### src/rtl/mesi_pkg.sv
package mesi_pkg;
  typedef enum logic [1:0] {
    ST_INV = 2'd0,
    ST_SHR = 2'd1,
    ST_EXC = 2'd2,
    ST_MOD = 2'd3
  } lineSt_e;

  localparam logic CMD_RD  = 1'b0;
  localparam logic CMD_RDX = 1'b1;

  localparam int MAX_IDX_W = 8;

  typedef struct packed {
    logic                 wrEn;
    logic [MAX_IDX_W-1:0] wrLine;
    lineSt_e              wrState;
  } strobe_t;
endpackage

### src/rtl/mesi_ctrl.sv
module mesi_ctrl
  import mesi_pkg::*;
#(
  parameter int IDX_W = 2
) (
  input  logic             clk,
  input  logic             rstN,
  input  logic             mesiMode,
  input  logic             cpuReq,
  input  logic             cpuWrite,
  input  logic [IDX_W-1:0] cpuLine,
  input  lineSt_e          cpuState,
  input  logic             snoopValid,
  input  logic             busGrant,
  input  logic             busSharedIn,
  output logic             cpuReady,
  output logic             cpuDone,
  output logic             busReq,
  output logic             busCmd,
  output strobe_t          strobe
);
  logic             waiting;
  logic [IDX_W-1:0] pendLine;
  logic             pendWrite;
  logic             pendCmd;
  logic             accept;
  logic             needBus;
  lineSt_e          fillState;
  lineSt_e          hitState;

  assign cpuReady = !waiting && !snoopValid;
  assign accept   = cpuReq && cpuReady;
  assign needBus  = cpuWrite ? (cpuState == ST_INV || cpuState == ST_SHR)
                             : (cpuState == ST_INV);
  assign hitState = cpuWrite ? ST_MOD : cpuState;
  assign fillState = pendWrite ? ST_MOD
                   : ((mesiMode && !busSharedIn) ? ST_EXC : ST_SHR);

  assign busReq = waiting;
  assign busCmd = pendCmd;

  always_comb begin
    strobe = '0;
    strobe.wrState = ST_INV;
    if (waiting && busGrant) begin
      strobe.wrEn    = 1'b1;
      strobe.wrLine  = MAX_IDX_W'(pendLine);
      strobe.wrState = fillState;
    end else if (accept && !needBus) begin
      strobe.wrEn    = 1'b1;
      strobe.wrLine  = MAX_IDX_W'(cpuLine);
      strobe.wrState = hitState;
    end
  end

  always_ff @(posedge clk) begin
    if (!rstN) begin
      waiting   <= 1'b0;
      pendLine  <= '0;
      pendWrite <= 1'b0;
      pendCmd   <= CMD_RD;
      cpuDone   <= 1'b0;
    end else begin
      cpuDone <= 1'b0;
      if (waiting) begin
        if (busGrant) begin
          waiting <= 1'b0;
          cpuDone <= 1'b1;
        end
      end else if (accept) begin
        if (needBus) begin
          waiting   <= 1'b1;
          pendLine  <= cpuLine;
          pendWrite <= cpuWrite;
          pendCmd   <= cpuWrite ? CMD_RDX : CMD_RD;
        end else begin
          cpuDone <= 1'b1;
        end
      end
    end
  end


  req_hold_chk: assert property (@(posedge clk) disable iff (!rstN)
    (busReq && !busGrant) |=> (busReq && $stable(busCmd)));


  done_after_grant_chk: assert property (@(posedge clk) disable iff (!rstN)
    (busReq && busGrant) |=> (cpuDone && !busReq));


  ready_blocked_chk: assert property (@(posedge clk) disable iff (!rstN)
    (busReq || snoopValid) |-> !cpuReady);


  msi_no_excl_chk: assert property (@(posedge clk) disable iff (!rstN)
    (strobe.wrEn && !mesiMode) |-> (strobe.wrState != ST_EXC));

  // the shared bus never carries another cache's transaction during our grant
  grant_snoop_excl_chk: assert property (@(posedge clk) disable iff (!rstN)
    !(busGrant && snoopValid));
endmodule

### src/rtl/mesi_lines.sv
module mesi_lines
  import mesi_pkg::*;
#(
  parameter int LINES = 4,
  parameter int IDX_W = 2
) (
  input  logic             clk,
  input  logic             rstN,
  input  strobe_t          strobe,
  input  logic [IDX_W-1:0] cpuLine,
  input  logic             snoopValid,
  input  logic             snoopCmd,
  input  logic [IDX_W-1:0] snoopLine,
  output lineSt_e          cpuState,
  output logic             snoopShared,
  output logic             snoopFlush
);
  lineSt_e stateArr [LINES];
  lineSt_e snpState;
  lineSt_e snpNext;

  assign cpuState = stateArr[cpuLine];
  assign snpState = stateArr[snoopLine];

  always_comb begin
    if (snoopCmd == CMD_RDX) snpNext = ST_INV;
    else if (snpState == ST_INV) snpNext = ST_INV;
    else snpNext = ST_SHR;
  end

  always_ff @(posedge clk) begin
    if (!rstN) begin
      for (int i = 0; i < LINES; i++) stateArr[i] <= ST_INV;
      snoopShared <= 1'b0;
      snoopFlush  <= 1'b0;
    end else begin
      snoopShared <= snoopValid && (snpState != ST_INV);
      snoopFlush  <= snoopValid && (snpState == ST_MOD);
      for (int i = 0; i < LINES; i++) begin
        if (snoopValid && snoopLine == IDX_W'(i))
          stateArr[i] <= snpNext;
        else if (strobe.wrEn && strobe.wrLine == MAX_IDX_W'(i))
          stateArr[i] <= strobe.wrState;
      end
    end
  end


  flush_implies_shared_chk: assert property (@(posedge clk) disable iff (!rstN)
    snoopFlush |-> snoopShared);


  rdx_invalidates_chk: assert property (@(posedge clk) disable iff (!rstN)
    (snoopValid && snoopCmd == CMD_RDX) |=> (stateArr[$past(snoopLine)] == ST_INV));


  snoop_inv_quiet_chk: assert property (@(posedge clk) disable iff (!rstN)
    (snoopValid && snpState == ST_INV) |=> (!snoopShared && !snoopFlush));
endmodule

### src/rtl/mesi_line_ctrl.sv
module mesi_line_ctrl
  import mesi_pkg::*;
#(
  parameter int LINES = 4,
  localparam int IDX_W = (LINES > 1) ? $clog2(LINES) : 1
) (
  input  logic             clk,
  input  logic             rstN,
  input  logic             mesiMode,
  input  logic             cpuReq,
  input  logic             cpuWrite,
  input  logic [IDX_W-1:0] cpuLine,
  output logic             cpuReady,
  output logic             cpuDone,
  output logic [1:0]       lineState,
  output logic             busReq,
  output logic             busCmd,
  input  logic             busGrant,
  input  logic             busSharedIn,
  input  logic             snoopValid,
  input  logic             snoopCmd,
  input  logic [IDX_W-1:0] snoopLine,
  output logic             snoopShared,
  output logic             snoopFlush
);
  strobe_t strobe;
  lineSt_e cpuState;

  assign lineState = cpuState;

  mesi_ctrl #(.IDX_W(IDX_W)) uCtrl (
    .clk(clk), .rstN(rstN), .mesiMode(mesiMode),
    .cpuReq(cpuReq), .cpuWrite(cpuWrite), .cpuLine(cpuLine),
    .cpuState(cpuState), .snoopValid(snoopValid),
    .busGrant(busGrant), .busSharedIn(busSharedIn),
    .cpuReady(cpuReady), .cpuDone(cpuDone),
    .busReq(busReq), .busCmd(busCmd), .strobe(strobe)
  );

  mesi_lines #(.LINES(LINES), .IDX_W(IDX_W)) uLines (
    .clk(clk), .rstN(rstN), .strobe(strobe), .cpuLine(cpuLine),
    .snoopValid(snoopValid), .snoopCmd(snoopCmd), .snoopLine(snoopLine),
    .cpuState(cpuState), .snoopShared(snoopShared), .snoopFlush(snoopFlush)
  );
endmodule

### config.mk
export PLATFORM = sky130hd
export DESIGN_NAME = mesi_line_ctrl
export DESIGN_NICKNAME = d
export VERILOG_FILES = /design/src/rtl/mesi_pkg.sv /design/src/rtl/mesi_ctrl.sv /design/src/rtl/mesi_lines.sv /design/src/rtl/mesi_line_ctrl.sv
export SDC_FILE = /design/constraint.sdc
export NUM_CORES = 1
export LEC_CHECK = 0
export BUFFER_PORTS_ARGS = -buffer_cell sky130_fd_sc_hd__buf_4
export CELL_PAD_IN_SITES_DETAIL_PLACEMENT = 1
export CELL_PAD_IN_SITES_GLOBAL_PLACEMENT = 1
export CORE_ASPECT_RATIO = 1.5
export CORE_MARGIN = 1.5
export CORE_UTILIZATION = 44
export CTS_CLUSTER_DIAMETER = 40
export DETAILED_ROUTE_END_ITERATION = 8
export GPL_TIMING_DRIVEN = 0
export PLACE_DENSITY_LB_ADDON = 0.1
export SYNTH_ARGS = -nofsm -noshare
export SYNTH_HDL_FRONTEND = slang
export SYNTH_HIERARCHICAL = 1
export SYNTH_SLANG_ARGS = --single-unit
### constraint.sdc
create_clock -name clk -period 5.3 [get_ports clk]
set_input_delay 0.265 -clock clk [delete_from_list [all_inputs] [get_ports clk]]
set_output_delay 0.265 -clock clk [all_outputs]
set_load 0.01 [all_outputs]
==> metrics, run 1 <==
status=completed; critical path class=reg -> reg; CP delay by family, top=compound AO/OA/AOI/OAI gates; fillcell total=261; Post-synth EDFFs=8; Reg power frac=51.4%; initial core utilization=47.7%; core region area=2080 um^2; design area=1210 um^2; pins over their slew limit=0; Primary FF master, synth=edfxtp_1; PostCTS Resize Cnt=0; IO Count=21; first-pass GRT wire length=4.13 mm; mux share of post-synthesis cell area=12.1%; worst flop-to-flop path startpoint=uLines/stateArr[3][0]$_DFFE_PP_; worst path cell trace=mux4_2, nor2b_1, o21a_1, a32o_1, or2_2, o21ai_0; Critical Path RT=5.27 ns; H-tree Lvls=1; dpl hpwl=1.99 mm; Pint=0.184 mW; Initial DRC Count=18; clk buf depth=2; Fin Hold WS=0.239 ns; ANT nets after route=0; Psw=0.0712 mW; unrepaired setup endpoints after global routing=false; worst path arrival time=2.54 ns; simple-gate share of the synthesized area=24.6%; Syn Inst Count=97; Worst Setup Start Kind=register; Crit path buffers/inverters=0; crit path time final=2.57 ns; Sw Ratio=27.9%; slowest cell on the critical path=mux4_2; Setup crit end kind=register; Mapped Area=991 um^2; CP max FO=6; slowest stage delay, CP=0.52 ns; Clock Power Share=26.5%; DR vias=853; later-pin clock latency in the skew report=0.29 ns; total wire length=2.41 mm; Leak Pwr=0.485 nW; routability cong.=0.773; Synth Register Bits=15; Die Height=61.1 um; cells on worst reg2reg path=6; DRC Markers=0; MaxCap Viol Count=0; post-CTS setup buffer count=0; worst r2r dst=uLines/stateArr[0][1]$_SDFFCE_PN0P_; Root Buffer=clkbuf_4; Synth Area in Adders=0%; PD cells=211 nW/um^2; syn avg cell area=10.2 um^2; # rows=20; Post-DP Area=1180 um^2; Synth Area in XOR/XNOR=0%; Antenna diodes=0; Worst path depth=6; total clock sinks=15; HP Class=in -> reg; vias per inst=5.80; Buffers on Ports=19; Final Hold Viols=0; critical path startpoint=uLines/stateArr[3][0]$_DFFE_PP_; area grow syn2layout=21.8%; Worst setup endpoint=uLines/stateArr[0][1]$_SDFFCE_PN0P_; Overflow after GRT=0; post-synthesis sequential area ratio=38.4%; Yosys Warn Count=6; Clock Skews=0.0111 ns; DR WL/cell=16.4 um; Num CTS Buffers=3; Comb power frac=22.1%; TNS Setup=0 ns; fin nets=139; Die X=41.8 um; First-pass DRT Iterations=4; initial antenna violation count=0; ys async rst share=0%; Total GRT Usage=22.1%; clk slew on worst S/H paths=0.10 ns; number of global-route vias before repair=902; CTS tree=yes; VDD IR max=142 uV; largest family of logic cells by synthesized area=simple AND/OR/NAND/NOR gates; R2R Setup Slk=2.73 ns; layout cell share with drive strength beyond 1=32.8%; Post-CTS Hold Buffers=0; area of the die=2550 um^2; Max Freq=0.390 GHz; compound-cell area share of the yosys netlist=16.5%; library cells used by synthesis=35; largest net degree at the start of global routing=10; setup violators final=0; crit share post-route=48.4%
==> tightest hold or removal path: cells and delay by family <==
kind / cells / cell delay, ns
muxes: 1 / 0.05
and+or+nand+nor: 1 / 0.05
buffers and inverters: 1 / 0.12
==> power groups by stage <==
stage,registers [mW],logic (mW),clock network (mW)
CTS,0.131,0.0564,0.0698
global placement,0.133,0.0539,0
detailed placement,0.134,0.0563,0
floorplan,0.134,0.0331,0
global route,0.132,0.0620,0.0743
finish,0.131,0.0565,0.0676
==> layer usage <==
metal  up-vias  part of all wire, %  track usage, %
li1        411                    -               -
met1       410                   38            22.9
met2        27                   56            43.1
met3         5                  3.9            2.93
met4         0                  1.7            12.0
met5         -                    0               0
==> worst min path at each step <==
stage,from,to,slack (ns),cells after the start
final,cpuWrite,uCtrl/pendWrite$_SDFFE_PN0P_,0.24,3
after global routing,cpuLine[1],uCtrl/pendLine[1]$_SDFFE_PN0P_,0.27,3
after CTS,cpuWrite,uCtrl/pendWrite$_SDFFE_PN0P_,0.24,3
after detailed placement,uCtrl/pendLine[1]$_SDFFE_PN0P_,uCtrl/pendLine[1]$_SDFFE_PN0P_,0.45,2
after global placement,uCtrl/pendLine[0]$_SDFFE_PN0P_,uCtrl/pendLine[0]$_SDFFE_PN0P_,0.44,2
after floorplan,cpuLine[0],uCtrl/pendLine[0]$_SDFFE_PN0P_,0.41,2
==> state kept, by name, indices dropped and copies added, names as in the netlist <==
register	cells
uLines/stateArr	8
uCtrl/pendWrite	1
uCtrl/cpuDone	1
uCtrl/busReq	1
uLines/snoopFlush	1
uCtrl/pendLine	2
uLines/snoopShared	1
==> final cells by class <==
| cell class | count | area (um^2) | area share, % |
|---|---|---|---|
| clock inverters | 1 | 5.00 | 0.415 |
| well taps | 22 | 27.5 | 2.28 |
| repair buffers | 19 | 143 | 11.8 |
| plain buffers | 8 | 60.1 | 4.97 |
| clock buffers | 3 | 22.5 | 1.87 |
| flip-flops and latches | 15 | 380 | 31.5 |
| inverters | 5 | 18.8 | 1.55 |
| multi-input cells | 74 | 551 | 45.6 |
==> synthesized netlist by cell type (2+ instances only) <==
master	count	share of area, %
a32o_1	2	2.0
buf_4	6	4.5
dfxtp_1	7	14
edfxtp_1	8	24
inv_1	5	1.9
mux2i_1	3	3.0
mux4_2	4	9.1
nand2_1	12	4.5
nand3_1	2	1.0
nand3b_1	2	1.5
nor2_1	2	0.76
nor2b_1	5	3.2
nor3_1	5	2.5
nor3b_4	2	3.8
o2111ai_1	2	1.8
o211ai_1	5	3.8
o21a_1	3	2.3
o21ai_0	2	1.0
o31ai_1	4	3.0
==> layout by cell type (no fill, tap or decap), drive strengths merged, types with 2 or more instances in the layout <==
cell type  count
o21ai          2
nor3           5
buf           27
dfxtp          7
nand3b         2
o31ai          4
nor3b          3
nand2         12
o21a           3
and2           2
o2111ai        2
edfxtp         8
inv            5
conb           6
nor2b          5
a32o           2
clkbuf         3
nor2           2
mux2i          3
o211ai         5
mux4           4
nand3          2
==> through the flow <==
stage	worst slack [ns]	cells	total power [mW]	util [%]
2_1_floorplan	2.93	102	0.167	-
3_3_place_gp	2.79	143	0.187	56.8
3_5_place_dp	2.74	143	0.190	56.8
4_1_cts	2.76	147	0.257	58.1
5_1_grt	2.64	147	0.268	58.1
6_report	2.73	147	0.255	58.1
==> logic make-up after synthesis <==
| logic type | Yosys count |
|---|---|
| and+or+nand+nor | 39 |
| AOI/OAI and AO/OA | 22 |
| DFF | 15 |
| buffers and inverters | 13 |
| muxes | 7 |
| other | 1 |
(Power assumes the default switching activity.)
==> inputs of run 2 (changes only) <==
--- a/config.mk
+++ b/config.mk
@@ -5,12 +5,13 @@
 export SDC_FILE = /design/constraint.sdc
 export NUM_CORES = 1
 export LEC_CHECK = 0
+export ABC_AREA = 1
 export BUFFER_PORTS_ARGS = -buffer_cell sky130_fd_sc_hd__buf_4
 export CELL_PAD_IN_SITES_DETAIL_PLACEMENT = 1
 export CELL_PAD_IN_SITES_GLOBAL_PLACEMENT = 1
 export CORE_ASPECT_RATIO = 1.5
 export CORE_MARGIN = 1.5
-export CORE_UTILIZATION = 44
+export CORE_UTILIZATION = 37
 export CTS_CLUSTER_DIAMETER = 40
 export DETAILED_ROUTE_END_ITERATION = 8
 export GPL_TIMING_DRIVEN = 0
==> constraint.sdc (replaced) <==
create_clock -name clk -period 2.48 [get_ports clk]
set_input_delay 0.124 -clock clk [delete_from_list [all_inputs] [get_ports clk]]
set_output_delay 0.124 -clock clk [all_outputs]
set_load 0.01 [all_outputs]
==> metrics, run 2 <==
Total GRT Usage=19.3% (was 22.1%); HP Start=rstN (was cpuWrite); area occupied by registers=380 um^2 (unchanged); design area=1290 um^2 (was 1210 um^2); Synth Register Bits=15 (unchanged); dpl hpwl=2.37 mm (was 1.99 mm); setup violators final=0 (unchanged); syn avg cell area=6.59 um^2 (was 10.2 um^2); DR vias=1,078 (was 853); Inst Count DP=219 (was 143); post-CTS setup buffer count=0 (unchanged); commonest cells in the netlist=nand2_1 (34), nor2_1 (28), nand3_1 (22) (was nand2_1 (12), edfxtp_1 (8), dfxtp_1 (7)); final core utilization=48.4% (was 58.1%); Post-CTS Hold Buffers=0 (unchanged); critical path class=reg -> reg (unchanged); Yosys Warn Count=6 (unchanged); Hold Crit Depth=3 (unchanged); MaxCap Viol Count=0 (unchanged); Max Freq=0.452 GHz (was 0.390 GHz); PD cells=471 nW/um^2 (was 211 nW/um^2); first-pass GRT wire length=4.35 mm (was 4.13 mm); number of global-route vias before repair=1,013 (was 902); total wire length=2.73 mm (was 2.41 mm); worst path cell trace=nor2_1, o22ai_1, nand2_1, nand2_2, nand2_2, o21ai_0, nand2_1, nor2_1, nand3_1, nand3_1 (was mux4_2, nor2b_1, o21a_1, a32o_1, or2_2, o21ai_0); Die X=46.5 um (was 41.8 um); First-pass DRT Iterations=4 (unchanged); Multi-input gate area=529 um^2 (was 551 um^2); routability cong.=0.762 (was 0.773); Largest regs=uLines/stateArr: 8 flops, uCtrl/pendLine: 2 flops (unchanged); crit share post-route=89.2% (was 48.4%); unrepaired setup endpoints after global routing=false (unchanged); Mapped Area=1050 um^2 (was 991 um^2); Initial DRC Count=24 (was 18); area grow syn2layout=23.5% (was 21.8%); fin nets=200 (was 139); IO Count=21 (unchanged); Buffers on Ports=18 (was 19); post-synth top area cell=edfxtp_1 (unchanged); PostCTS Resize Cnt=0 (unchanged); status=completed (unchanged); worst flop-to-flop path startpoint=uLines/stateArr[3][0]$_DFFE_PP_ (unchanged); VDD IR max=303 uV (was 142 uV); fillcell total=378 (was 261); Worst Setup Start Kind=register (unchanged); initial core utilization=39.2% (was 47.7%); initial antenna violation count=0 (unchanged); worst r2r dst=uLines/stateArr[1][0]$_SDFFCE_PN0P_ (was uLines/stateArr[0][1]$_SDFFCE_PN0P_); post-synthesis sequential area ratio=36.3% (was 38.4%); Num CTS Buffers=3 (unchanged); area share of the largest cell type after synthesis=22.9% (was 24.2%); later-pin clock latency in the skew report=0.25 ns (was 0.29 ns); Antenna diodes=0 (unchanged); # rows=23 (was 20); slowest cell on the critical path=edfxtp_1 (was mux4_2); Clock Skews=0.00594 ns (was 0.0111 ns); Syn Inst Count=159 (was 97); clk slew on worst S/H paths=0.06 ns (was 0.10 ns); largest net degree at the start of global routing=10 (unchanged); post-route worst setup slack=0.267 ns (was 2.73 ns); Post-DP Area=1250 um^2 (was 1180 um^2); Overflow after GRT=0 (unchanged); commonest cells after routing, fill and taps aside=nand2_1 (34), nor2_1 (28), buf_4 (25) (was buf_4 (25), nand2_1 (12), edfxtp_1 (8)); top-count cell post-synth=nand2_1 (unchanged); Critical Path RT=2.43 ns (was 5.27 ns); TNS Setup=0 ns (unchanged); max reg flops=8 (unchanged); Reg with most FFs=uLines/stateArr (unchanged); Die Height=68.2 um (was 61.1 um); Synth area leaders=edfxtp_1 (23%), dfxtp_1 (13%), nand2_1 (12%), nand3_1 (11%), nor2_1 (10%) (was edfxtp_1 (24%), dfxtp_1 (14%), mux4_2 (9.1%), buf_4 (4.5%), nand2_1 (4.5%)); cells on worst reg2reg path=10 (was 6); area of the die=3170 um^2 (was 2550 um^2); vias per inst=4.83 (was 5.80); DRC Markers=0 (unchanged); CTS tree=yes (unchanged); ys async rst share=0% (unchanged); Place WS=0.252 ns (was 2.74 ns); Crit path buffers/inverters=0 (unchanged); Non-Filler Instances=223 (was 147); Leak Pwr=0.662 nW (was 0.485 nW); Setup crit end kind=register (unchanged); most common cell after layout, fill and taps aside=nand2_1 (was buf_4); R2R Setup Slk=0.27 ns (was 2.73 ns); DR WL/cell=12.3 um (was 16.4 um); HP Class=in -> reg (unchanged); H-tree Lvls=1 (unchanged); Root Buffer=clkbuf_8 (was clkbuf_4); core region area=2680 um^2 (was 2080 um^2); CP max FO=5 (was 6); pins over their slew limit=0 (unchanged); slowest stage delay, CP=0.38 ns (was 0.52 ns); worst path arrival time=2.16 ns (was 2.54 ns); Final Hold Viols=0 (unchanged); ANT nets after route=0 (unchanged); total clock sinks=15 (unchanged); CP delay by family, top=simple AND/OR/NAND/NOR gates (was compound AO/OA/AOI/OAI gates); layout cell share with drive strength beyond 1=22.6% (was 32.8%); crit path time final=2.21 ns (was 2.57 ns); Primary FF master, synth=edfxtp_1 (unchanged); Post-synth EDFFs=8 (unchanged); Hold EP=uCtrl/pendLine[0]$_SDFFE_PN0P_ (was uCtrl/pendWrite$_SDFFE_PN0P_); library cells used by synthesis=21 (was 35); clk buf depth=2 (unchanged)
==> run 2: per-layer routing <==
layer | routed length [um] | track usage, % | share of wire (%) | vias to the layer above
li1 | - | - | - | 552
met1 | 1060 | 20.3 | 39 | 503
met2 | 1560 | 37.3 | 57 | 21
met3 | 90 | 2.37 | 3.3 | 2
met4 | 20 | 6.43 | 0.73 | 0
met5 | 0 | 0 | 0 | -
==> run 2: per-stage QoR <==
stage	total power, mW	hold slack [ns]
after floorplan	0.369	0.244
after global placement	0.415	0.371
after detailed placement	0.420	0.399
after CTS	0.619	0.135
after global routing	0.643	0.144
final	0.610	0.140
==> run 2: worst max path at each step <==
stage	start	endpoint	slack [ns]	depth (start not counted)
after global routing	uLines/stateArr[2][0]$_SDFFCE_PN0P_	uLines/stateArr[1][0]$_SDFFCE_PN0P_	0.06	10
final	uLines/stateArr[3][0]$_DFFE_PP_	uLines/stateArr[1][0]$_SDFFCE_PN0P_	0.27	10
after floorplan	uLines/stateArr[2][0]$_SDFFCE_PN0P_	uLines/stateArr[1][0]$_SDFFCE_PN0P_	0.51	10
after global placement	uLines/stateArr[3][0]$_DFFE_PP_	uLines/stateArr[1][1]$_SDFFCE_PN0P_	0.29	10
after CTS	uLines/stateArr[3][0]$_DFFE_PP_	uLines/stateArr[1][0]$_SDFFCE_PN0P_	0.24	10
after detailed placement	uLines/stateArr[3][0]$_DFFE_PP_	uLines/stateArr[1][1]$_SDFFCE_PN0P_	0.25	10
==> run 2: kinds of logic (layout without fill, tap and decap cells) <==
kind of cell           after synthesis  count (layout)  share of synthesized area, %
other                                1               6                         0.358
DFF                                 15              15                          36.3
AOI/OAI and AO/OA                   14              14                          7.04
buffers and inverters               32              54                          15.0
and+or+nand+nor                     97              97                          41.3
==> run 2: area by class of cell <==
cell class / count / share of cell area (%)
multi-input combinational: 117 / 40.9
clock inverter: 1 / 0.386
inverter: 23 / 6.86
buffer: 9 / 5.31
timing repair buffer: 18 / 10.4
tap: 37 / 3.57
clock buffer: 3 / 3.19
sequential: 15 / 29.4
==> run 2: power by group <==
part	internal, mW	leakage [nW]	total, mW	switching [mW]
registers	0.274	0.141	0.282	0.00761
clock network	0.111	0.0255	0.196	0.0846
logic	0.0539	0.495	0.133	0.0788
==> run 2: worst register-to-register path: stages, from the launching register on <==
cell and delay (ns):
edfxtp_1 0.38, nor2_1 0.06, o22ai_1 0.31, nand2_1 0.12, nand2_2 0.11, nand2_2 0.10, o21ai_0 0.23, nand2_1 0.08
nor2_1 0.24, nand3_1 0.14, nand3_1 0.14
==> inputs of run 3 (changes only) <==
--- a/config.mk
+++ b/config.mk
@@ -11,12 +11,11 @@
 export CELL_PAD_IN_SITES_GLOBAL_PLACEMENT = 1
 export CORE_ASPECT_RATIO = 1.5
 export CORE_MARGIN = 1.5
-export CORE_UTILIZATION = 37
+export CORE_UTILIZATION = 39
 export CTS_CLUSTER_DIAMETER = 40
 export DETAILED_ROUTE_END_ITERATION = 8
 export GPL_TIMING_DRIVEN = 0
 export PLACE_DENSITY_LB_ADDON = 0.1
 export SYNTH_ARGS = -nofsm -noshare
 export SYNTH_HDL_FRONTEND = slang
-export SYNTH_HIERARCHICAL = 1
 export SYNTH_SLANG_ARGS = --single-unit
==> metrics, run 3 <==
Setup crit end kind=register (unchanged); DR vias=979 (was 1,078); fin nets=168 (was 200); PD cells=447 nW/um^2 (was 471 nW/um^2); clk buf depth=2 (unchanged); Reg with most FFs=uLines.stateArr (was uLines/stateArr); CP max FO=5 (unchanged); layout cell share with drive strength beyond 1=33.8% (was 22.6%); Synth area leaders=edfxtp_1 (23%), dfxtp_1 (13%), nand2_1 (9.3%), nand3_1 (8.1%), nand3_2 (6.7%) (was edfxtp_1 (23%), dfxtp_1 (13%), nand2_1 (12%), nand3_1 (11%), nor2_1 (10%)); Synthesized Nets=145; total clock sinks=15 (unchanged); dpl hpwl=2.16 mm (was 2.37 mm); top-count cell post-synth=nand2_1 (unchanged); total wire length=2.60 mm (was 2.73 mm); syn avg cell area=7.92 um^2 (was 6.59 um^2); area grow syn2layout=19.7% (was 23.5%); DR WL/cell=13.7 um (was 12.3 um); vias per inst=5.15 (was 4.83); Post-CTS Hold Buffers=0 (unchanged); Final Hold Viols=0 (unchanged); commonest cells after routing, fill and taps aside=nand2_1 (26), buf_4 (18), nand3_1 (17) (was nand2_1 (34), nor2_1 (28), buf_4 (25)); ys async rst share=0% (unchanged); Die Height=66.4 um (was 68.2 um); fillcell total=320 (was 378); PostCTS Resize Cnt=0 (unchanged); clk slew on worst S/H paths=0.09 ns (was 0.06 ns); Synth Register Bits=15 (unchanged); Inst Count DP=186 (was 219); critical path class=reg -> reg (unchanged); pins over their slew limit=0 (unchanged); Critical Path RT=2.48 ns (was 2.43 ns); Root Buffer=clkbuf_4 (was clkbuf_8); Worst Setup Start Kind=register (unchanged); Buffers on Ports=18 (unchanged); Hold Crit Depth=3 (unchanged); MaxCap Viol Count=0 (unchanged); Total GRT Usage=21.9% (was 19.3%); first-pass GRT wire length=4.75 mm (was 4.35 mm); Max Freq=0.631 GHz (was 0.452 GHz); Primary FF master, synth=edfxtp_1 (unchanged); initial antenna violation count=0 (unchanged); Clock Skews=0.00919 ns (was 0.00594 ns); setup violators final=0 (unchanged); cells on worst reg2reg path=7 (was 10); ANT nets after route=0 (unchanged); Num CTS Buffers=3 (unchanged); # rows=22 (was 23); largest net degree at the start of global routing=11 (was 10); most common cell after layout, fill and taps aside=nand2_1 (unchanged); HP Start=snoopValid (was rstN); area share of the largest cell type after synthesis=23.0% (was 22.9%); Non-Filler Instances=190 (was 223); Initial DRC Count=7 (was 24); Mapped Area=1050 um^2 (about the same); Antenna diodes=0 (unchanged); Die X=45.3 um (was 46.5 um); IO Count=21 (unchanged); VDD IR max=283 uV (was 303 uV); normalized max-slew margin=69.1%; Syn Inst Count=132 (was 159); unrepaired setup endpoints after global routing=false (unchanged); worst path cell trace=nor2_2, nand2_2, bufinv_8, nand2_4, a21oi_2, nand3_2, nand3_1 (was nor2_1, o22ai_1, nand2_1, nand2_2, nand2_2, o21ai_0, nand2_1, nor2_1, nand3_1, nand3_1); commonest cells in the netlist=nand2_1 (26), nand3_1 (17), inv_1 (12) (was nand2_1 (34), nor2_1 (28), nand3_1 (22)); later-pin clock latency in the skew report=0.30 ns (was 0.25 ns); crit path time final=1.58 ns (was 2.21 ns); crit share post-route=63.9% (was 89.2%); TNS Setup=0 ns (unchanged); post-CTS setup buffer count=0 (unchanged); First-pass DRT Iterations=4 (unchanged); slowest cell on the critical path=dfxtp_1 (was edfxtp_1); area of the die=3010 um^2 (was 3170 um^2); number of global-route vias before repair=1,045 (was 1,013); Slew @ Worst Pin=0.464 ns; post-synthesis sequential area ratio=36.4% (was 36.3%); H-tree Lvls=1 (unchanged); post-synth top area cell=edfxtp_1 (unchanged); initial core utilization=41.8% (was 39.2%); CTS tree=yes (unchanged); worst path arrival time=1.58 ns (was 2.16 ns); HP Class=in -> reg (unchanged); DRC Markers=0 (unchanged); status=completed (unchanged); worst flop-to-flop path startpoint=uCtrl.busReq$_SDFF_PN0_ (was uLines/stateArr[3][0]$_DFFE_PP_); Largest regs=uLines.stateArr: 8 flops, uCtrl.pendLine: 2 flops (was uLines/stateArr: 8 flops, uCtrl/pendLine: 2 flops); routability cong.=0.805 (was 0.762); Yosys Warn Count=0 (was 6); Post-synth EDFFs=8 (unchanged); Fin Hold WS=0.106 ns (was 0.140 ns); Leak Pwr=0.553 nW (was 0.662 nW); max reg flops=8 (unchanged); Overflow after GRT=0 (unchanged); slowest stage delay, CP=0.35 ns (was 0.38 ns); critical path startpoint=uCtrl.busReq$_SDFF_PN0_ (was uLines/stateArr[3][0]$_DFFE_PP_); library cells used by synthesis=26 (was 21); core region area=2500 um^2 (was 2680 um^2)
run 3: path summary, 6_finish.rpt:
path                                                             to  slack [ns]
worst min register to register       uCtrl.pendLine[0]$_SDFFE_PN0P_        0.53
worst max-delay path            uLines.stateArr[2][0]$_SDFFCE_PN0P_        0.90
worst min-delay path                   uLines.snoopFlush$_SDFF_PN0_        0.11
worst max register to register  uLines.stateArr[2][0]$_SDFFCE_PN0P_        0.90
run 3: area by class of cell:
cell class                 count  area (um^2)  share of cell area, %
clock buffer                   4         26.3                   2.10
tap                           36         45.0                   3.60
buffer                         3         20.0                   1.60
timing repair buffer          18          135                   10.8
sequential                    15          380                   30.4
multi-input combinational     98          572                   45.7
inverter                      16         73.8                   5.89
run 3: metrics by stage:
| stage | power [mW] | utilization [%] | setup slack, ns | cell area [um^2] |
|---|---|---|---|---|
| detailed placement | 0.424 | 49.0 | 0.907 | 1230 |
| global placement | 0.420 | 49.0 | 0.943 | 1230 |
| global route | 0.599 | 50.0 | 0.771 | 1250 |
| finish | 0.560 | 50.0 | 0.896 | 1250 |
| CTS | 0.564 | 50.0 | 0.895 | 1250 |
| floorplan | 0.374 | - | 0.923 | 1050 |
run 3: kinds of logic after synthesis:
kind of cell / after synthesis / synth area share, %
compound gates: 16 / 11.2
buf+inv: 19 / 8.97
flops: 15 / 36.4
simple gates: 82 / 43.4
run 3: per-layer routing:
metal	part of all wire, %	up-vias	GRT usage [%]
li1	-	488	-
met1	43	472	27.3
met2	54	14	36.3
met3	1.7	5	2.73
met4	2.0	0	10.3
met5	0	-	0
run 3: worst max-delay path: cells and delay by family, from the launching register on:
kind                   cells  cell delay (ns)
flip-flops                 1             0.35
AO/OA/AOI/OAI              1             0.17
AND/OR/NAND/NOR            5             0.56
buffers and inverters      1             0.21
run 3: report_power, final:
part	internal [mW]	switching (mW)	total, mW	leakage [nW]
Sequential	0.274	0.00739	0.282	0.141
Clock	0.0627	0.0799	0.143	0.0150
Combinational	0.0526	0.0831	0.136	0.397
